==> src/rtl/pps_pkg.sv <==
package pps_pkg;
  localparam int unsigned IDX_W = 3;
  localparam int unsigned REG_W = 7;

  typedef enum logic [2:0] {
    PH_IDLE, PH_PRE, PH_XFER, PH_MID, PH_POST
  } phase_e;

  // {register, data}; register 0 ends the table
  function automatic logic [REG_W+7:0] up_entry(input logic [IDX_W-1:0] i);
    case (i)
      3'd0:    return {7'd54, 8'h5A};
      3'd1:    return {7'd70, 8'h27};
      3'd2:    return {7'd71, 8'h4F};
      3'd3:    return {7'd73, 8'hE1};
      3'd4:    return {7'd74, 8'hE1};
      3'd5:    return {7'd76, 8'hBF};
      3'd6:    return {7'd77, 8'hBF};
      default: return '0;
    endcase
  endfunction

  function automatic logic [REG_W+7:0] dn_entry(input logic [IDX_W-1:0] i);
    case (i)
      3'd0:    return {7'd77, 8'h00};
      3'd1:    return {7'd76, 8'h00};
      3'd2:    return {7'd74, 8'h00};
      3'd3:    return {7'd73, 8'h00};
      3'd4:    return {7'd71, 8'h40};
      3'd5:    return {7'd70, 8'h20};
      3'd6:    return {7'd54, 8'h1A};
      default: return '0;
    endcase
  endfunction
endpackage

==> src/rtl/pps_cmd_rom.sv <==
module pps_cmd_rom
  import pps_pkg::*;
(
  input  logic             up_i,
  input  logic [IDX_W-1:0] idx_i,
  output logic [REG_W-1:0] reg_o,
  output logic [7:0]       dat_o,
  output logic             last_o
);
  logic [REG_W+7:0] entry;

  always_comb begin
    entry  = up_i ? up_entry(idx_i) : dn_entry(idx_i);
    reg_o  = entry[REG_W+7:8];
    dat_o  = entry[7:0];
    last_o = (entry[REG_W+7:8] == '0);
  end
endmodule

==> src/rtl/pps_ms_timer.sv <==
module pps_ms_timer #(
  parameter int unsigned CLK_PER_MS = 125000,
  parameter int unsigned DELAY_MS   = 10
) (
  input  logic clk_i,
  input  logic rst_ni,
  input  logic start_i,
  output logic done_o
);
  localparam int unsigned PW = $clog2(CLK_PER_MS + 1);
  localparam int unsigned MW = $clog2(DELAY_MS + 1);
  localparam logic [PW-1:0] P_LAST = PW'(CLK_PER_MS - 1);
  localparam logic [MW-1:0] M_LAST = MW'(DELAY_MS - 1);

  logic          run_q;
  logic [PW-1:0] presc_q;
  logic [MW-1:0] ms_q;
  logic          tick;

  assign tick   = run_q && (presc_q == P_LAST);
  assign done_o = tick && (ms_q == M_LAST);

  always_ff @(posedge clk_i or negedge rst_ni) begin
    if (!rst_ni) begin
      run_q   <= 1'b0;
      presc_q <= '0;
      ms_q    <= '0;
    end else if (start_i) begin
      run_q   <= 1'b1;
      presc_q <= '0;
      ms_q    <= '0;
    end else if (run_q) begin
      if (tick) begin
        presc_q <= '0;
        if (done_o) run_q <= 1'b0;
        else        ms_q  <= ms_q + 1'b1;
      end else begin
        presc_q <= presc_q + 1'b1;
      end
    end
  end
endmodule

==> src/rtl/pps_retry_ctr.sv <==
module pps_retry_ctr #(
  parameter int unsigned MAX_TRIES = 4
) (
  input  logic clk_i,
  input  logic rst_ni,
  input  logic clear_i,
  input  logic fail_i,
  output logic final_o
);
  localparam int unsigned TW = (MAX_TRIES > 1) ? $clog2(MAX_TRIES) : 1;
  localparam logic [TW-1:0] T_LAST = TW'(MAX_TRIES - 1);

  logic [TW-1:0] tries_q;

  assign final_o = (tries_q == T_LAST);

  always_ff @(posedge clk_i or negedge rst_ni) begin
    if (!rst_ni)                tries_q <= '0;
    else if (clear_i)           tries_q <= '0;
    else if (fail_i && !final_o) tries_q <= tries_q + 1'b1;
  end
endmodule

==> src/rtl/panel_pwr_seq.sv <==
module panel_pwr_seq
  import pps_pkg::*;
#(
  parameter int unsigned CLK_PER_MS = 125000,
  parameter int unsigned DELAY_MS   = 10,
  parameter int unsigned MAX_TRIES  = 4
) (
  input  logic        clk_i,
  input  logic        rst_ni,
  input  logic        on_req_i,
  input  logic        off_req_i,
  input  logic        spi_done_i,
  input  logic        spi_err_i,
  output logic        spi_valid_o,
  output logic [15:0] spi_frame_o,
  output logic        disp_en_o,
  output logic        busy_o,
  output logic        err_o
);
  phase_e           phase_q;
  logic             up_q;
  logic [IDX_W-1:0] idx_q;
  logic             disp_q;
  logic             err_q;

  logic [REG_W-1:0] rom_reg;
  logic [7:0]       rom_dat;
  logic             rom_last;
  logic             tmr_start;
  logic             tmr_done;
  logic             accept_up;
  logic             accept_dn;
  logic             xfer_ret;
  logic             retry_fail;
  logic             retry_final;
  logic             retry_clear;

  pps_cmd_rom i_rom (
    .up_i   (up_q),
    .idx_i  (idx_q),
    .reg_o  (rom_reg),
    .dat_o  (rom_dat),
    .last_o (rom_last)
  );

  pps_ms_timer #(
    .CLK_PER_MS (CLK_PER_MS),
    .DELAY_MS   (DELAY_MS)
  ) i_tmr (
    .clk_i   (clk_i),
    .rst_ni  (rst_ni),
    .start_i (tmr_start),
    .done_o  (tmr_done)
  );

  pps_retry_ctr #(
    .MAX_TRIES (MAX_TRIES)
  ) i_retry (
    .clk_i   (clk_i),
    .rst_ni  (rst_ni),
    .clear_i (retry_clear),
    .fail_i  (retry_fail),
    .final_o (retry_final)
  );

  always_comb begin
    accept_up   = (phase_q == PH_IDLE) && on_req_i;
    accept_dn   = (phase_q == PH_IDLE) && !on_req_i && off_req_i;
    xfer_ret    = (phase_q == PH_XFER) && !rom_last && spi_done_i;
    retry_fail  = xfer_ret && spi_err_i;
    retry_clear = accept_up || accept_dn || (xfer_ret && (!spi_err_i || retry_final));
    tmr_start   = accept_dn
               || ((phase_q == PH_XFER) && rom_last)
               || ((phase_q == PH_MID) && tmr_done);
  end

  always_ff @(posedge clk_i or negedge rst_ni) begin
    if (!rst_ni) begin
      phase_q <= PH_IDLE;
      up_q    <= 1'b0;
      idx_q   <= '0;
      disp_q  <= 1'b0;
      err_q   <= 1'b0;
    end else begin
      case (phase_q)
        PH_IDLE: begin
          if (accept_up) begin
            up_q    <= 1'b1;
            idx_q   <= '0;
            err_q   <= 1'b0;
            phase_q <= PH_XFER;
          end else if (accept_dn) begin
            up_q    <= 1'b0;
            idx_q   <= '0;
            err_q   <= 1'b0;
            disp_q  <= 1'b0;
            phase_q <= PH_PRE;
          end
        end
        PH_PRE: if (tmr_done) phase_q <= PH_XFER;
        PH_XFER: begin
          if (rom_last) begin
            phase_q <= up_q ? PH_MID : PH_POST;
          end else if (xfer_ret && (!spi_err_i || retry_final)) begin
            if (spi_err_i) err_q <= 1'b1;
            idx_q <= idx_q + 1'b1;
          end
        end
        PH_MID: begin
          if (tmr_done) begin
            disp_q  <= 1'b1;
            phase_q <= PH_POST;
          end
        end
        PH_POST: if (tmr_done) phase_q <= PH_IDLE;
        default: phase_q <= PH_IDLE;
      endcase
    end
  end

  assign spi_valid_o = (phase_q == PH_XFER) && !rom_last;
  assign spi_frame_o = {rom_reg, 1'b0, rom_dat};
  assign disp_en_o   = disp_q;
  assign busy_o      = (phase_q != PH_IDLE);
  assign err_o       = err_q;
endmodule

==> config.mk <==
export PLATFORM = sky130hd
export DESIGN_NAME = panel_pwr_seq
export DESIGN_NICKNAME = d
export VERILOG_FILES = /design/src/rtl/pps_pkg.sv /design/src/rtl/pps_cmd_rom.sv /design/src/rtl/pps_ms_timer.sv /design/src/rtl/pps_retry_ctr.sv /design/src/rtl/panel_pwr_seq.sv
export SDC_FILE = /design/constraint.sdc
export NUM_CORES = 1
export LEC_CHECK = 0
export BUFFER_PORTS_ARGS = -buffer_cell sky130_fd_sc_hd__buf_2
export CAP_MARGIN = 20
export CORE_ASPECT_RATIO = 0.6
export CORE_UTILIZATION = 55
export CTS_CLUSTER_SIZE = 8
export DETAILED_ROUTE_END_ITERATION = 6
export PLACE_DENSITY = 0.76
export REMOVE_ABC_BUFFERS = 1
export SLEW_MARGIN = 15
export SYNTH_ARGS = -nofsm -noshare
export SYNTH_HDL_FRONTEND = slang
export SYNTH_SLANG_ARGS = --single-unit
==> constraint.sdc <==
create_clock -name clk_i -period 2.58 [get_ports clk_i]
set_input_delay 0.387 -clock clk_i [delete_from_list [all_inputs] [get_ports clk_i]]
set_output_delay 0.387 -clock clk_i [all_outputs]
set_load 0.05 [all_outputs]
==> impl_metrics.tcl <==
set metrics [dict create \
    outcome "complete, but fails checks" \
    failed_checks "DRC" \
    layout-area-overhead-vs-synth_pct 13.4 \
    synth-edff-count 0 \
    grt_overflow 0 \
    routed_wirelength_um 5390 \
    cts-root-buf "clkbuf_8" \
    report.final.slew_viol_count 0 \
    period_share_pct 94.2 \
    full_die_area_sq_um 4340 \
    critical-path-max-stage-delay_ps 450 \
    register_area_share_after_synthesis_pct 36.9 \
    post_synth_instance_area_sq_um 2240 \
    grtUsageMet1_pct 44.9 \
    number_of_instances_resized_during_post_cts_repair 0 \
    grt_pass1_wl_um 8980 \
    worst_slew_margin_rel_pct 50.8 \
    timing.critical_path.required_ps 2190 \
    first_global_vias 1786 \
    leakage_uw 0.00111 \
    synth.yosys.warnings 0 \
    top_level_i_o_count 26 \
    detailed_place.area_sq_um 2410 \
    critical_path.endpoint_type "output port" \
    path_class "reg2out" \
    groute.usage.overall_pct 27.1 \
    achievable-frequency_ghz 0.411 \
    utilization_pct 67.1 \
    antenna_found_initial 0 \
    tritoncts_clock_tree "built" \
    critical_path.n_buffers_inverters 3 \
    fin_worst_hold_slack_ps 158 \
    cts_buffers 5 \
    die_x_um 84.4 \
    postSynth.topFlopCell "dfrtp_1" \
    ys_async_sr_fraction_pct 100 \
    cp.arrival_ps 2040 \
    path_clk_slew_ps 70 \
    design_power_total_uw 2860 \
    grt.busiest_layer "met1" \
    timing_hold_violations_final 0 \
    period_minus_slack_ps 2430 \
    finalSetupViolations 0 \
    ant_nets 0 \
    cp_max_fo 10 \
    clk_pwr_share_pct 17.7 \
    core.rowCount 17 \
    post-cts-setup-buffer-count 0 \
    first_iter_violations 170 \
    rsz0062_at_grt "no" \
    cts_num_sinks 33 \
    timing.clock.skew_ps 6.96 \
    final_weighted_congestion_of_routability_driven_global_placement 0.810 \
    rr_endpoint "i_tmr.presc_q[15]" \
    yosysUniqueCellTypes 49 \
    drv_cap 0 \
    ys_ff_latch 33 \
    power.net_switching_uw 1460 \
    drt_pre_antenna_iters 7 \
    timing.critical_path.max_delay_family "buffers and inverters" \
    initial_utilization_pct 59.2 \
    finish.net_count 305 \
    grtUsageMet3_pct 6.14 \
    ff2ff_path_depth 7 \
    detail_route.drc_violations 4 \
    core_region_area_sq_um 3790 \
    place.detailed.hpwl_um 3930 \
    power.density_nw_per_um2 1120 \
    port_buffers 24 \
    fin_area_sq_um 2540 \
    htree_levels 2 \
    hold_buffer_count_at_cts 0 \
    worst_pin_slew_ps 739 \
    power.sequential.fraction_pct 26.2 \
    worstSkewPairLatency_ps 290 \
    drive_gt1_share_pct 16.8 \
    power.switching_fraction_pct 51.3 \
    setup.worst_path.start_class "flop" \
    cp.depth 7 \
    post-place-ws_ps 65.1 \
    antenna_cells 0 \
    via_count 2043 \
    final_worst_slack_ps 149 \
    wl_per_cell_um 15.9 \
    worst_ir_drop_vdd_v 0.000798 \
    reg2reg_setup_slack_ps 150 \
    p_comb_share_pct 56.1 \
    gr-usage-met2_pct 33.6 \
    critical_path.slowest_cell "dfrtp_1" \
    clock_path_buffers 2 \
    postSynthCellCount 266 \
    floorplan.die.height_um 51.4 \
    post_synthesis_average_cell_area_sq_um 8.42 \
    min-delay-path-class "in2async" \
    post_drt_via_cell_ratio 6.04 \
    r2r_start "idx_q[0]" \
    timing.critical_path.cells "inv_1 > ha_1 > buf_4 > nor2_2 > nor2b_1 > or2_2 > buf_2" \
    grt_max_degree 34 \
    power_report.internal_total_uw 1390 \
]
[layer usage]
| metal | wire length [um] | vias to the layer above | part of all wire (%) |
|---|---|---|---|
| met5 | 0 | - | 0 |
| met4 | 30 | 0 | 0.56 |
| met3 | 329 | 5 | 6.1 |
| met2 | 2050 | 60 | 38 |
| met1 | 2980 | 957 | 55 |
| li1 | - | 1021 | - |
[layout by cell type, fill, tap and decap left out, drive strengths merged, types with 5 or more instances in the layout]
cell type	n
nor3	6
nand2	26
nor2b	5
dfrtp	33
nand2b	8
ha	9
nor2	16
o21ai	19
o31ai	12
or4	11
o21a	6
nand3	10
buf	35
a21oi	28
clkbuf	7
inv	7
[cells by family (layout without fill, tap and decap cells)]
logic type / count (synthesis) / after routing / share of synthesized area, %
simple gates: 111 / 111 / 27.6
compound gates: 81 / 81 / 22.7
flops: 33 / 33 / 36.9
buf+inv: 25 / 50 / 5.08
fa+ha+maj: 9 / 9 / 5.03
mux: 4 / 4 / 1.79
xor+xnor: 2 / 2 / 0.782
other cells: 1 / 1 / 0.167
[worst max-delay path by stage]
stage,from,to
after floorplan,idx_q[0],spi_frame_o[1]
after global placement,idx_q[1],i_tmr.presc_q[9]
after detailed placement,idx_q[1],i_tmr.presc_q[15]
after CTS,idx_q[1],i_tmr.presc_q[15]
after global routing,idx_q[0],i_tmr.presc_q[12]
final,idx_q[0],spi_frame_o[1]
[power groups by stage]
stage | clock network, uW | registers, uW | logic (uW)
2_1_floorplan | 0 | 766 | 1170
3_3_place_gp | 0 | 745 | 1560
3_5_place_dp | 0 | 749 | 1590
4_1_cts | 511 | 744 | 1590
5_1_grt | 538 | 767 | 1720
6_report | 506 | 748 | 1600
[area by class of cell]
type	count	area, sq um
fillers	322	1240
inverters	7	26.3
flip-flops and latches	33	827
clock inverters	1	30.0
clock buffers	7	86.3
multi-input cells	208	1310
repair buffers	35	203
well taps	47	58.8
[synth_stat cells (6+ instances only)]
library cell	instances	area share, %
nand3_1	10	2.2
nand2_1	26	4.4
clkbuf_1	11	1.8
o31ai_1	11	3.7
inv_1	7	1.2
nor2_1	16	2.7
nor3_1	6	1.3
nand2b_1	8	2.2
ha_1	9	5.0
o21ai_0	18	4.0
a21oi_1	28	6.3
or4_1	11	3.7
dfrtp_1	33	37
[registers in the layout, indices dropped and copies added, names as in the netlist]
register / cells
err_o: 1
disp_en_o: 1
phase_q: 3
i_tmr.run_q: 1
i_retry.tries_q: 2
i_tmr.presc_q: 17
i_tmr.ms_q: 4
idx_q: 3
up_q: 1
[through the flow]
step | setup TNS (ps) | cells
2_1_floorplan | -4980 | 248
3_3_place_gp | 0 | 330
3_5_place_dp | 0 | 330
4_1_cts | 0 | 338
5_1_grt | 0 | 338
6_report | 0 | 338
Power figures use the tool's default switching activity.
